===== config.mk =====
export PLATFORM = sky130hd
export DESIGN_NAME = spi_flash_front
export DESIGN_NICKNAME = d
export VERILOG_FILES = /design/src/rtl/sff_pkg.sv /design/src/rtl/sff_sync.sv /design/src/rtl/sff_pause_ctrl.sv /design/src/rtl/sff_rx_decoder.sv /design/src/rtl/sff_status_unit.sv /design/src/rtl/spi_flash_front.sv
export SDC_FILE = /design/constraint.sdc
export NUM_CORES = 1
export LEC_CHECK = 0
export BUFFER_PORTS_ARGS = -buffer_cell sky130_fd_sc_hd__buf_2
export CAP_MARGIN = 40
export CELL_PAD_IN_SITES_DETAIL_PLACEMENT = 0
export CELL_PAD_IN_SITES_GLOBAL_PLACEMENT = 1
export CORE_MARGIN = 8
export CORE_UTILIZATION = 43
export DETAILED_ROUTE_END_ITERATION = 8
export GPL_ROUTABILITY_DRIVEN = 0
export HOLD_SLACK_MARGIN = 0.03
export PLACE_DENSITY_LB_ADDON = 0.1
export SLEW_MARGIN = 40
export SYNTH_ARGS = -nofsm -noshare
export SYNTH_HDL_FRONTEND = slang
export SYNTH_HIERARCHICAL = 1
export SYNTH_SLANG_ARGS = --single-unit

===== constraint.sdc =====
create_clock -name clk -period 2.1 [get_ports clk]
set_input_delay 0.21 -clock clk [delete_from_list [all_inputs] [get_ports clk]]
set_output_delay 0.21 -clock clk [all_outputs]
set_load 0.02 [all_outputs]

===== src/rtl/sff_pkg.sv =====
package sff_pkg;
  localparam int unsigned BYTE_W = 8;
  localparam int unsigned CMD_BITS = 2 * BYTE_W;
  localparam int unsigned LOCK_BIT = BYTE_W - 1;
  localparam logic [BYTE_W-1:0] OP_WRITE_STATUS = 8'h01;
  localparam logic [BYTE_W-1:0] OP_READ_STATUS = 8'h05;

  typedef enum logic [1:0] {
    PH_OPCODE    = 2'd0,
    PH_WR_DATA   = 2'd1,
    PH_RD_STATUS = 2'd2,
    PH_DISCARD   = 2'd3
  } phase_e;
endpackage


===== src/rtl/sff_sync.sv =====
module sff_sync #(
  parameter int unsigned W = 1,
  parameter int unsigned STAGES = 2,
  parameter logic [W-1:0] RST_VAL = '0
) (
  input  logic         clk,
  input  logic         rst_n,
  input  logic [W-1:0] d_i,
  output logic [W-1:0] q_o
);
  for (genvar b = 0; b < W; b++) begin : g_bit
    logic [STAGES-1:0] chain;
    always_ff @(posedge clk or negedge rst_n) begin
      if (!rst_n) chain <= {STAGES{RST_VAL[b]}};
      else        chain <= {chain[STAGES-2:0], d_i[b]};
    end
    assign q_o[b] = chain[STAGES-1];
  end
endmodule


===== src/rtl/sff_pause_ctrl.sv =====
module sff_pause_ctrl (
  input  logic clk,
  input  logic rst_n,
  input  logic sclk_s,
  input  logic cs_n_s,
  input  logic pause_n_s,
  output logic paused_o,
  output logic sclk_rise_o,
  output logic sclk_fall_o
);
  logic sclk_q;
  logic paused_q;
  logic raw_rise, raw_fall, live;

  always_ff @(posedge clk or negedge rst_n) begin
    if (!rst_n) begin
      sclk_q   <= 1'b0;
      paused_q <= 1'b0;
    end else begin
      sclk_q <= sclk_s;
      if (cs_n_s)       paused_q <= 1'b0;        // deselect clears a pause
      else if (!sclk_s) paused_q <= !pause_n_s;  // only act during a low phase
    end
  end

  assign raw_rise    = sclk_s & ~sclk_q;
  assign raw_fall    = ~sclk_s & sclk_q;
  assign live        = ~paused_q & ~cs_n_s;
  assign sclk_rise_o = raw_rise & live;
  assign sclk_fall_o = raw_fall & live;
  assign paused_o    = paused_q;
endmodule


===== src/rtl/sff_rx_decoder.sv =====
module sff_rx_decoder
  import sff_pkg::*;
#(
  parameter int unsigned CNT_W = 5
) (
  input  logic              clk,
  input  logic              rst_n,
  input  logic              cs_n_s,
  input  logic              mosi_s,
  input  logic              sclk_rise,
  output phase_e            phase_o,
  output logic [CNT_W-1:0]  bit_cnt_o,
  output logic [BYTE_W-1:0] wr_byte_o,
  output logic              commit_ok_o
);
  localparam logic [CNT_W-1:0] CNT_MAX    = CNT_W'(CMD_BITS + 1);
  localparam logic [CNT_W-1:0] OPC_LAST   = CNT_W'(BYTE_W - 1);
  localparam logic [CNT_W-1:0] DATA_LAST  = CNT_W'(CMD_BITS - 1);
  localparam logic [CNT_W-1:0] EXACT_BITS = CNT_W'(CMD_BITS);

  logic [BYTE_W-1:0] shreg;
  logic [BYTE_W-1:0] next_byte;
  logic [CNT_W-1:0]  cnt;
  phase_e            phase;
  logic [BYTE_W-1:0] wr_byte;

  assign next_byte = {shreg[BYTE_W-2:0], mosi_s};

  always_ff @(posedge clk or negedge rst_n) begin
    if (!rst_n) begin
      shreg   <= '0;
      cnt     <= '0;
      phase   <= PH_OPCODE;
      wr_byte <= '0;
    end else if (cs_n_s) begin
      shreg <= '0;
      cnt   <= '0;
      phase <= PH_OPCODE;
    end else if (sclk_rise) begin
      shreg <= next_byte;
      if (cnt != CNT_MAX) cnt <= cnt + CNT_W'(1);
      if (phase == PH_OPCODE && cnt == OPC_LAST) begin
        unique case (next_byte)
          OP_WRITE_STATUS: phase <= PH_WR_DATA;
          OP_READ_STATUS:  phase <= PH_RD_STATUS;
          default:         phase <= PH_DISCARD;
        endcase
      end
      if (phase == PH_WR_DATA && cnt == DATA_LAST) wr_byte <= next_byte;
    end
  end

  assign phase_o     = phase;
  assign bit_cnt_o   = cnt;
  assign wr_byte_o   = wr_byte;
  assign commit_ok_o = (phase == PH_WR_DATA) && (cnt == EXACT_BITS);
endmodule


===== src/rtl/sff_status_unit.sv =====
module sff_status_unit
  import sff_pkg::*;
#(
  parameter logic [BYTE_W-1:0] STATUS_RST = 8'h00,
  parameter logic [BYTE_W-1:0] WR_MASK = 8'h8C
) (
  input  logic              clk,
  input  logic              rst_n,
  input  logic              cs_n_s,
  input  logic              wprot_n_s,
  input  logic              sclk_fall,
  input  logic              paused,
  input  phase_e            phase,
  input  logic              commit_ok,
  input  logic [BYTE_W-1:0] wr_byte,
  output logic [BYTE_W-1:0] status_o,
  output logic              miso_o,
  output logic              miso_oe_o
);
  localparam int unsigned IDX_W = $clog2(BYTE_W);

  logic [BYTE_W-1:0] status_q;
  logic              write_allowed;
  logic [IDX_W-1:0]  idx;
  logic [IDX_W-1:0]  rd_sel;
  logic              armed;
  logic              miso_q;

  assign write_allowed = wprot_n_s | ~status_q[LOCK_BIT];
  assign rd_sel        = IDX_W'(BYTE_W - 1) - idx;

  always_ff @(posedge clk or negedge rst_n) begin
    if (!rst_n) begin
      status_q <= STATUS_RST;
    end else if (cs_n_s && commit_ok && write_allowed) begin
      status_q <= (status_q & ~WR_MASK) | (wr_byte & WR_MASK);
    end
  end

  always_ff @(posedge clk or negedge rst_n) begin
    if (!rst_n) begin
      armed  <= 1'b0;
      idx    <= '0;
      miso_q <= 1'b0;
    end else if (cs_n_s) begin
      armed  <= 1'b0;
      idx    <= '0;
      miso_q <= 1'b0;
    end else if (sclk_fall && phase == PH_RD_STATUS) begin
      armed  <= 1'b1;
      miso_q <= status_q[rd_sel];
      idx    <= idx + IDX_W'(1);
    end
  end

  assign status_o  = status_q;
  assign miso_o    = miso_q;
  assign miso_oe_o = armed & ~paused & ~cs_n_s;
endmodule


===== src/rtl/spi_flash_front.sv =====
module spi_flash_front
  import sff_pkg::*;
#(
  parameter logic [BYTE_W-1:0] STATUS_RST = 8'h00,
  parameter logic [BYTE_W-1:0] WR_MASK = 8'h8C,
  parameter int unsigned SYNC_STAGES = 2
) (
  input  logic              clk,
  input  logic              rst_n,
  input  logic              sclk_i,
  input  logic              mosi_i,
  input  logic              cs_n_i,
  input  logic              pause_n_i,
  input  logic              wprot_n_i,
  output logic              miso_o,
  output logic              miso_oe_o,
  output logic [BYTE_W-1:0] status_o
);
  localparam int unsigned CNT_W = $clog2(CMD_BITS + 2);
  localparam int unsigned PIN_W = 5;
  localparam logic [PIN_W-1:0] PIN_RST = 5'b00111;

  logic [PIN_W-1:0] pins_raw, pins_s;
  logic sclk_s, mosi_s, cs_n_s, pause_n_s, wprot_n_s;
  logic paused, sclk_rise, sclk_fall;
  phase_e phase;
  logic [CNT_W-1:0] bit_cnt;
  logic [BYTE_W-1:0] wr_byte;
  logic commit_ok;

  assign pins_raw = {sclk_i, mosi_i, cs_n_i, pause_n_i, wprot_n_i};

  sff_sync #(.W(PIN_W), .STAGES(SYNC_STAGES), .RST_VAL(PIN_RST)) u_sync (
    .clk(clk), .rst_n(rst_n), .d_i(pins_raw), .q_o(pins_s)
  );

  assign {sclk_s, mosi_s, cs_n_s, pause_n_s, wprot_n_s} = pins_s;

  sff_pause_ctrl u_pause (
    .clk(clk), .rst_n(rst_n), .sclk_s(sclk_s), .cs_n_s(cs_n_s),
    .pause_n_s(pause_n_s), .paused_o(paused),
    .sclk_rise_o(sclk_rise), .sclk_fall_o(sclk_fall)
  );

  sff_rx_decoder #(.CNT_W(CNT_W)) u_rx (
    .clk(clk), .rst_n(rst_n), .cs_n_s(cs_n_s), .mosi_s(mosi_s),
    .sclk_rise(sclk_rise), .phase_o(phase), .bit_cnt_o(bit_cnt),
    .wr_byte_o(wr_byte), .commit_ok_o(commit_ok)
  );

  sff_status_unit #(.STATUS_RST(STATUS_RST), .WR_MASK(WR_MASK)) u_stat (
    .clk(clk), .rst_n(rst_n), .cs_n_s(cs_n_s), .wprot_n_s(wprot_n_s),
    .sclk_fall(sclk_fall), .paused(paused), .phase(phase),
    .commit_ok(commit_ok), .wr_byte(wr_byte), .status_o(status_o),
    .miso_o(miso_o), .miso_oe_o(miso_oe_o)
  );
endmodule


==> reports/metrics.yaml <==
start_kind: "flip-flop"
p_leak_uw: 0.000861
crit_family: "simple AND/OR/NAND/NOR gates"
drive_gt1_frac: 0.253
cts_tree: "yes"
cp_num_buf_inv: 0
whs_ns: 0.0424
die-width_um: 78.1
endpoint_kind: "flip-flop"
syn_avg_cell_area_um2: 12.2
vias: 994
synth_warnings: 6
clock_sinks: 37
synth_area_mm2: 0.00166
die_area_mm2: 0.00610
max_cap_viol_count: 0
clk_pin_slew_ns: 0.06
drt-total-wl_mm: 2.76
post_cts_buffers: 0
via_per_inst: 4.92
fill_cells: 352
antenna_found_initial: 0
fin_tns_setup_ns: 0
rsz0062_at_grt: "no"
io_pins: 17
cp_max_fo: 5
final.period_utilization: 0.899
min_path_type: "in2reg"
insertion_delay_ns: 0.28
cp.arrival_ns: 2.06
ctsRootBufferMaster: "clkbuf_8"
dp_hpwl_mm: 1.92
setup_viol: 0
fin_crit_ns: 1.89
core.rowCount: 22
grt-ovfl-total: 0
worst_clock_skew_ns: 0.00636
area_growth_syn_to_layout_pct: 12.2
drt_pass1_iterations: 4
critical_path_required_ns: 2.27
cts_buffers: 5
ir_worst_vdd_uv: 504
power_density_mw_per_mm2: 703
dr.first_iter.drc_count: 45
hold_violations: 0
cp_cell_sequence: "nor4b_2 > nand2_1 > or4_1 > o32ai_1"
wl_per_cell_um: 13.7
diodes: 0
ant_nets: 0
remaining_drc_errors: 0
syn_inst: 136
initial_utilization: 0.449
htreeDepth: 2
critical_path_class: "reg2reg"
finalMaxSlewViolations: 0
critPathSlowestCell: "or4_1"
cts_resized: 0
nNetsFinal: 165
slowest_delay_ns: 0.52
core_area_mm2: 0.00369
clock_path_buffers: 2
placed_cells: 189
stdcell_count: 202
ctsHoldBuffers: 4
power.total_uw: 1310
grt_first_pass_wirelength_mm: 4.84
track_usage: 0.0972
portBuffers: 11
grt_max_degree: 38
grt_pass1_vias: 1050
die_y_um: 78.1
max_freq_ghz: 0.530
outcome: "completed"
-- flip-flops by register name, summed over array words and instances (netlist names) --
signal	flops
u_pause/paused_o	1
u_pause/sclk_q	1
u_rx/bit_cnt_o	5
u_rx/phase_o	2
u_rx/shreg	7
u_rx/wr_byte_o	3
u_stat/armed	1
u_stat/idx	3
u_stat/miso_o	1
u_stat/status_o	3
u_sync/g_bit.chain	10
-- worst paths after layout --
kind / endpoint / start / slack (ns) / depth (start not counted)
max in group asynchronous: u_sync/g_bit[1].chain[1] / rst_n / 1.32 / 2
worst min register to register: u_sync/g_bit[4].chain[1] / u_sync/g_bit[4].chain[0] / 0.35 / 0
worst max register to register: u_rx/phase_o[1] / u_pause/sclk_q / 0.21 / 4
min in group asynchronous: u_rx/shreg[5] / rst_n / 0.43 / 2
worst max-delay path: u_rx/phase_o[1] / u_pause/sclk_q / 0.21 / 4
worst min-delay path: u_sync/g_bit[4].chain[0] / sclk_i / 0.04 / 1
-- placed cells by master, fill, tap and decap left out, types with 3 or more instances in the layout --
master          n
nor3_1          3
mux2i_1         9
ha_1            5
buf_4           5
xor2_1          3
mux2_2          6
clkbuf_8        6
nand2_1         5
dfrtp_1        31
dfstp_2         6
nor2_1         14
dlygate4sd3_1   5
buf_2          10
nor3b_1         3
conb_1          5
inv_1           8
-- routing by layer --
layer	wire length (µm)	vias up	part of all wire	global-route usage
li1	-	485	-	-
met1	1360	497	0.49	0.122
met2	1300	10	0.47	0.151
met3	84	2	0.030	0.0353
met4	23	0	0.0083	0.0333
met5	0	-	0	0
-- layout make-up --
| type | instances | area (µm²) | share of cell area |
|---|---|---|---|
| timing repair buffer | 20 | 138 | 0.0740 |
| clock buffer | 8 | 90.1 | 0.0484 |
| tap | 48 | 60.1 | 0.0323 |
| multi-input combinational | 81 | 609 | 0.328 |
| inverter | 8 | 30.0 | 0.0161 |
| sequential | 37 | 933 | 0.502 |
-- per-stage QoR --
stage	utilization	worst slack [ns]	cell area (µm²)
3_3_place_gp	0.466	0.330	1720
2_1_floorplan	-	0.218	1670
6_report	0.504	0.212	1860
5_1_grt	0.504	0.0617	1860
3_5_place_dp	0.466	0.250	1720
4_1_cts	0.501	0.187	1850
-- report_power, final --
part | total (µW) | switching, µW | leakage [µW] | internal [µW]
registers | 741 | 9.36 | 0.000483 | 732
clock network | 493 | 226 | 0.0000455 | 267
logic | 73.3 | 46.0 | 0.000332 | 27.4
Note: power is estimated with default switching activity, not from simulation.
